===== config.mk =====
export PLATFORM = sky130hd
export DESIGN_NAME = burst_rd_master
export DESIGN_NICKNAME = d
export VERILOG_FILES = /design/src/rtl/brm_pkg.sv /design/src/rtl/brm_req_check.sv /design/src/rtl/brm_beat_timer.sv /design/src/rtl/brm_out_reg.sv /design/src/rtl/burst_rd_master.sv
export SDC_FILE = /design/constraint.sdc
export NUM_CORES = 1
export LEC_CHECK = 0
export BUFFER_PORTS_ARGS = -buffer_cell sky130_fd_sc_hd__buf_2
export CAP_MARGIN = 20
export CORE_ASPECT_RATIO = 0.7
export CORE_UTILIZATION = 25
export DETAILED_ROUTE_END_ITERATION = 10
export PLACE_DENSITY_LB_ADDON = 0.25
export SYNTH_ARGS = -nofsm -noshare
export SYNTH_HDL_FRONTEND = slang
export SYNTH_SLANG_ARGS = --single-unit

===== constraint.sdc =====
create_clock -name clk -period 2.7 [get_ports clk]
set_clock_uncertainty 0.15 [all_clocks]
set_input_delay 0.405 -clock clk [delete_from_list [all_inputs] [get_ports clk]]
set_output_delay 0.405 -clock clk [all_outputs]
set_load 0.05 [all_outputs]

===== src/rtl/brm_pkg.sv =====
package brm_pkg;

   typedef enum logic [1:0] {
      ST_IDLE = 2'd0,
      ST_RUN  = 2'd1,
      ST_GAP  = 2'd2
   } brm_state_e;

   function automatic int unsigned brm_cdiv(int unsigned ns, int unsigned per);
      return (ns + per - 1) / per;
   endfunction

   function automatic int unsigned brm_max(int unsigned a, int unsigned b);
      return (a > b) ? a : b;
   endfunction

endpackage


===== src/rtl/brm_req_check.sv =====
module brm_req_check #(
   parameter int BEATS = 8,
   parameter int LB    = 3,
   parameter int LW    = 4
) (
   input  logic [LB-1:0] addr_lo,
   input  logic [LW-1:0] len,
   output logic          ok
);
   logic [LW:0] span;

   always_comb begin
      span = {{(LW+1-LB){1'b0}}, addr_lo} + {1'b0, len};
      ok   = (len != '0) && ({1'b0, len} <= (LW+1)'(BEATS)) && (span <= (LW+1)'(BEATS));
   end
endmodule


===== src/rtl/brm_beat_timer.sv =====
module brm_beat_timer #(
   parameter int TW   = 3,
   parameter int MAXC = 4
) (
   input  logic          clk,
   input  logic          rst_n,
   input  logic          clr,
   output logic [TW-1:0] cnt
);
   localparam logic [TW-1:0] TOP = TW'(MAXC);

   always_ff @(posedge clk) begin
      if (!rst_n)        cnt <= TOP;
      else if (clr)      cnt <= '0;
      else if (cnt < TOP) cnt <= cnt + 1'b1;
   end
endmodule


===== src/rtl/brm_out_reg.sv =====
module brm_out_reg #(
   parameter int DW = 32
) (
   input  logic          clk,
   input  logic          rst_n,
   input  logic          load,
   input  logic [DW-1:0] din,
   input  logic          last_in,
   output logic          free,
   output logic          out_valid,
   input  logic          out_ready,
   output logic [DW-1:0] out_data,
   output logic          out_last
);
   assign free = !out_valid || out_ready;

   always_ff @(posedge clk) begin
      if (!rst_n) begin
         out_valid <= 1'b0;
         out_data  <= '0;
         out_last  <= 1'b0;
      end else if (load) begin
         out_valid <= 1'b1;
         out_data  <= din;
         out_last  <= last_in;
      end else if (out_ready) begin
         out_valid <= 1'b0;
      end
   end
endmodule


===== src/rtl/burst_rd_master.sv =====
module burst_rd_master
   import brm_pkg::*;
#(
   parameter int AW     = 30,
   parameter int DW     = 32,
   parameter int BEATS  = 8,
   parameter int CLK_NS = 20,
   parameter int T_ACYC = 45,
   parameter int T_ADV  = 40,
   parameter int T_CSDV = 30,
   parameter int T_CSH  = 13,
   parameter int T_DOFF = 9,
   localparam int LB    = $clog2(BEATS),
   localparam int LW    = $clog2(BEATS + 1)
) (
   input  logic          clk,
   input  logic          rst_n,
   input  logic          req_valid,
   output logic          req_ready,
   input  logic [AW-1:0] req_addr,
   input  logic [LW-1:0] req_len,
   output logic          req_err,
   output logic          bus_cs_n,
   output logic          bus_rd_n,
   output logic [AW-1:0] bus_addr,
   input  logic [DW-1:0] bus_data,
   output logic          out_valid,
   input  logic          out_ready,
   output logic [DW-1:0] out_data,
   output logic          out_last
);
   localparam int unsigned ACYC_C  = brm_cdiv(T_ACYC, CLK_NS);
   localparam int unsigned ADV_C   = brm_cdiv(T_ADV, CLK_NS);
   localparam int unsigned CSDV_C  = brm_cdiv(T_CSDV, CLK_NS);
   localparam int unsigned CSH_C   = brm_cdiv(T_CSH, CLK_NS);
   localparam int unsigned DOFF_C  = brm_cdiv(T_DOFF, CLK_NS);
   localparam int unsigned BEAT_C  = brm_max(brm_max(ACYC_C, ADV_C), 1);
   localparam int unsigned FIRST_C = brm_max(BEAT_C, CSDV_C);
   localparam int unsigned GAP_C   = brm_max(brm_max(CSH_C, DOFF_C), 1);
   localparam int unsigned MAXW    = brm_max(FIRST_C, GAP_C);
   localparam int          TW      = $clog2(MAXW + 1);
   localparam logic [TW-1:0] FIRST_M1 = TW'(FIRST_C - 1);
   localparam logic [TW-1:0] BEAT_M1  = TW'(BEAT_C - 1);
   localparam logic [TW-1:0] GAP_M1   = TW'(GAP_C - 1);

   generate
      if (CLK_NS < 1)
         $error("burst_rd_master: CLK_NS must be positive");
      if (BEATS < 2 || (1 << LB) != BEATS)
         $error("burst_rd_master: BEATS must be a power of two of at least 2");
      if (AW <= LB)
         $error("burst_rd_master: AW must exceed the burst index width");
   endgenerate

   brm_state_e    state;
   logic          strb_n;
   logic          first_q;
   logic [LW-1:0] left_q;
   logic [TW-1:0] tcnt;
   logic          req_ok;
   logic          hs;
   logic          beat_due;
   logic          out_free;
   logic          take;
   logic          last_beat;

   assign req_ready = (state == ST_IDLE);
   assign hs        = req_valid && req_ready;
   assign last_beat = (left_q == LW'(1));
   assign beat_due  = (state == ST_RUN) && (tcnt >= (first_q ? FIRST_M1 : BEAT_M1));
   assign take      = beat_due && out_free;
   assign bus_cs_n  = strb_n;
   assign bus_rd_n  = strb_n;

   brm_req_check #(.BEATS(BEATS), .LB(LB), .LW(LW)) u_check (
      .addr_lo (req_addr[LB-1:0]),
      .len     (req_len),
      .ok      (req_ok)
   );

   brm_beat_timer #(.TW(TW), .MAXC(MAXW)) u_timer (
      .clk   (clk),
      .rst_n (rst_n),
      .clr   ((hs && req_ok) || take),
      .cnt   (tcnt)
   );

   brm_out_reg #(.DW(DW)) u_out (
      .clk       (clk),
      .rst_n     (rst_n),
      .load      (take),
      .din       (bus_data),
      .last_in   (last_beat),
      .free      (out_free),
      .out_valid (out_valid),
      .out_ready (out_ready),
      .out_data  (out_data),
      .out_last  (out_last)
   );

   always_ff @(posedge clk) begin
      if (!rst_n) begin
         state    <= ST_IDLE;
         strb_n   <= 1'b1;
         first_q  <= 1'b0;
         left_q   <= '0;
         bus_addr <= '0;
         req_err  <= 1'b0;
      end else begin
         req_err <= hs && !req_ok;
         unique case (state)
            ST_IDLE: begin
               if (hs && req_ok) begin
                  state    <= ST_RUN;
                  strb_n   <= 1'b0;
                  first_q  <= 1'b1;
                  left_q   <= req_len;
                  bus_addr <= req_addr;
               end
            end
            ST_RUN: begin
               if (take) begin
                  first_q <= 1'b0;
                  if (last_beat) begin
                     state  <= ST_GAP;
                     strb_n <= 1'b1;
                  end else begin
                     left_q   <= left_q - 1'b1;
                     bus_addr <= {bus_addr[AW-1:LB], bus_addr[LB-1:0] + 1'b1};
                  end
               end
            end
            ST_GAP: begin
               if (tcnt >= GAP_M1) state <= ST_IDLE;
            end
            default: state <= ST_IDLE;
         endcase
      end
   end
endmodule


==> qor.json <==
{
  "run_status": {"value": "finished, final reports clean"},
  "maxCapViolCount": {"value": 0},
  "ctsLongestPathBuffers": {"value": 2},
  "ctsHoldBuffers": {"value": 0},
  "grt_antenna_before_repair": {"value": 0},
  "setup-tns-final": {"value": 0, "unit": "ns"},
  "synthSimpleGateAreaFrac": {"value": 21.34, "unit": "%"},
  "end_of_flow_core_utilization": {"value": 36.10, "unit": "%"},
  "max_slew.worst_pin.slew": {"value": 0.6816, "unit": "ns"},
  "worst-r2r-cell-count": {"value": 6},
  "setup_fix_bufs_post_cts": {"value": 0},
  "syn_nets": {"value": 446},
  "antennaDiodeCount": {"value": 0},
  "fin_area": {"value": 4323, "unit": "µm²"},
  "synthFlopType": {"value": "dfxtp_1"},
  "regToRegSetupSlack": {"value": 0.62, "unit": "ns"},
  "share_of_final_layout_standard_cells_stronger_than_drive_strength_1": {"value": 33.93, "unit": "%"},
  "worst_min_path_class": {"value": "input port to register"},
  "synth_top_family_by_area": {"value": "simple AND/OR/NAND/NOR gates"},
  "initial_core_util": {"value": 26.25, "unit": "%"},
  "switching_share": {"value": 31.89, "unit": "%"},
  "peak_supply_drop": {"value": 0.3895, "unit": "mV"},
  "final-max-slew-violation-count": {"value": 0},
  "die_area": {"value": 13030, "unit": "µm²"},
  "criticalPathCategory": {"value": "input port to register"},
  "syn-cell-area": {"value": 3143, "unit": "µm²"},
  "asyncSetResetFlopFracSynth": {"value": 0, "unit": "%"},
  "final_wtd_congestion": {"value": 0.7508},
  "maxClockFrequency": {"value": 401.1, "unit": "MHz"},
  "grt_use_total": {"value": 12.75, "unit": "%"},
  "wire_length_of_the_first_global_routing_pass": {"value": 12940, "unit": "µm"},
  "worst_path_largest_cell_delay": {"value": 0.44, "unit": "ns"},
  "clk_transition_reported_paths": {"value": 0.06, "unit": "ns"},
  "overflow": {"value": 0},
  "nets_final": {"value": 578},
  "sequentialPowerShare": {"value": 37.9, "unit": "%"},
  "route.detailed.drc": {"value": 0},
  "worstHoldStart": {"value": "req_addr[26]"},
  "avgSynthCellArea": {"value": 8.564, "unit": "µm²"},
  "first_pass_iters": {"value": 4},
  "yosysWarningCount": {"value": 0},
  "most-common-layout-cells": {"value": "buf_2, nand2_1, dfxtp_1, a21boi_0, nand3_1"},
  "cp_slowest_cell": {"value": "or3_1"},
  "final_cell_count_no_fill": {"value": 661},
  "ys_types": {"value": 37},
  "clock_insertion_delay_worst_skew": {"value": 0.33, "unit": "ns"},
  "cts_max_level": {"value": 3},
  "numCtsBuffers": {"value": 9},
  "layout_min_cycle_time": {"value": 2.493, "unit": "ns"},
  "crit_reg_reg_endpoint": {"value": "bus_addr[0]$_SDFFE_PN0P_"},
  "synthesis.instances": {"value": 367},
  "slew-limit-headroom": {"value": 54.46, "unit": "%"},
  "timing.final.hold_violations": {"value": 0},
  "timing.critical_path.required": {"value": 2.80, "unit": "ns"},
  "critical_path.top_delay_family": {"value": "adder cells"},
  "tritoncts": {"value": "built"},
  "ant_nets": {"value": 0},
  "compound_cell_area_share_of_the_yosys_netlist": {"value": 21.10, "unit": "%"},
  "std_cell_core_area": {"value": 11970, "unit": "µm²"},
  "netlist.area_leader.share": {"value": 47.13, "unit": "%"},
  "timing.hold.ws": {"value": 0.1581, "unit": "ns"},
  "grt_setup_unrepaired": {"value": "no"},
  "crit_arrival": {"value": 2.60, "unit": "ns"},
  "routed_wirelength": {"value": 8283, "unit": "µm"},
  "mostFrequentLayoutCell": {"value": "buf_2"},
  "powerDensity": {"value": 755.5, "unit": "nW/µm²"},
  "route.vias.total": {"value": 2870},
  "placement_rows": {"value": 33},
  "setup_viol_count_final": {"value": 0},
  "power.share.clock": {"value": 39.9, "unit": "%"},
  "muxShareOfSynthArea": {"value": 0.3185, "unit": "%"},
  "worstPathBufferInverterCount": {"value": 2},
  "area.growth.synth_to_final": {"value": 37.54, "unit": "%"},
  "place_area": {"value": 3996, "unit": "µm²"},
  "cp-start-kind": {"value": "input port"},
  "synthXorXnorAreaFrac": {"value": 1.393, "unit": "%"},
  "worst_r2r_startpoint": {"value": "state[1]$_SDFFE_PN0P_"},
  "critical_path.cell_chain": {"value": "buf_2 > ha_1 > fa_1 > xnor2_1 > a221oi_1 > or3_1 > a21oi_4 > buf_12 > nand3_1 > a21boi_0"},
  "synth.ff_latch_count": {"value": 74},
  "synth_top_cell_by_area": {"value": "dfxtp_1"},
  "p_leak": {"value": 1.903, "unit": "nW"},
  "p_int": {"value": 2.224, "unit": "mW"},
  "vias_per_cell": {"value": 4.342},
  "placement.io_buffers": {"value": 137},
  "combinational_share_of_power": {"value": 22.2, "unit": "%"},
  "horizontal_die_dimension": {"value": 136.0, "unit": "µm"},
  "clock-sinks": {"value": 74},
  "critPathCaptureType": {"value": "register"},
  "clk_root_buffer_cell": {"value": "clkbuf_16"},
  "number_of_enable_flip_flop_cells_after_synthesis": {"value": 0},
  "dp.final_hpwl": {"value": 5948, "unit": "µm"},
  "net-switching-power": {"value": 1.042, "unit": "mW"},
  "post_cts_resize_count": {"value": 0},
  "synth-seq-area-share": {"value": 47.13, "unit": "%"},
  "die_height": {"value": 95.81, "unit": "µm"},
  "critPathMaxFanout": {"value": 28},
  "grt_max_degree": {"value": 75},
  "synthAdderAreaFrac": {"value": 3.822, "unit": "%"},
  "min_path_cells": {"value": 3},
  "grt_pass1_vias": {"value": 2648},
  "initialDrtViolationCount": {"value": 145},
  "place_inst": {"value": 645},
  "ys_top_cells_by_area": {"value": "dfxtp_1, nand2_1, a21boi_0"},
  "fin_crit_sh": {"value": 92.33, "unit": "%"},
  "io-pin-count": {"value": 138},
  "avgRoutedWirePerCell": {"value": 12.53, "unit": "µm"},
  "worst_hold_endpoint": {"value": "bus_addr[26]$_SDFFE_PN0P_"}
}
## worst max path at each step
stage	from	endpoint	cells after the start
floorplan	req_addr[0]	bus_cs_n$_SDFFE_PN1P_	10
global placement	req_addr[0]	u_timer.cnt[1]$_SDFFE_PN1P_	10
detailed placement	req_addr[0]	bus_addr[8]$_SDFFE_PN0P_	10
CTS	req_addr[0]	bus_addr[8]$_SDFFE_PN0P_	10
global route	req_addr[0]	left_q[1]$_SDFFE_PN0P_	10
finish	req_addr[0]	bus_addr[8]$_SDFFE_PN0P_	10
## cell type report
type	instances	area, µm²
clock buffer	9	225.2
clock inverter	7	101.3
fill	1290	7651
multi-input combinational	263	1514
tap	157	196.4
timing repair buffer	148	793.3
sequential	74	1481
inverter	3	11.26
## sequential cells by signal, indices dropped and copies added, names as in the netlist
name	flops
u_timer.cnt	2
u_out.out_data	32
bus_cs_n	1
left_q	4
u_out.out_valid	1
u_out.out_last	1
bus_addr	30
state	2
req_err	1
## Yosys cell counts (2+ instances only)
library cell / count
inv_1: 3
nor2b_1: 2
o21ai_0: 11
nor3_1: 2
buf_2: 3
a21boi_1: 9
nor3b_1: 2
nand2_1: 118
nor3_2: 2
nor2_1: 5
buf_6: 2
xnor2_1: 4
or3_1: 3
a21boi_0: 57
ha_1: 8
buf_4: 6
nand3_1: 19
o21a_1: 2
a21oi_1: 3
clkbuf_1: 16
dfxtp_1: 74
## metrics by stage
stage	total power [mW]	setup slack [ns]
global placement	1.978	-0.02224
finish	3.266	0.2071
CTS	3.315	0.2191
detailed placement	1.992	-0.1275
floorplan	1.777	0.1040
global route	3.428	0.002613
## worst min-delay path, stage by stage
cell,delay (ns)
buf_2,0.10
nand2_1,0.04
a21boi_1,0.05
## cells by family after synthesis
logic type	count (synthesis)
simple gates	157
compound gates	91
flops	74
buf+inv	30
fa+ha+maj	9
xor+xnor	5
mux	1
## power by group through the flow
stage | Sequential (mW) | Combinational, mW | Clock, mW
CTS | 1.24 | 0.733 | 1.34
global route | 1.25 | 0.790 | 1.39
finish | 1.24 | 0.726 | 1.30
detailed placement | 1.26 | 0.733 | 0
global placement | 1.26 | 0.721 | 0
floorplan | 1.48 | 0.294 | 0
## per-layer routing
metal	GRT usage [%]	routed length [µm]	vias up
met5	0	0	-
met4	3.889	79	0
met3	4.634	554	8
met2	19.50	3634	80
met1	16.66	4015	1304
li1	-	-	1478
Note: power is estimated with default switching activity, not from simulation.
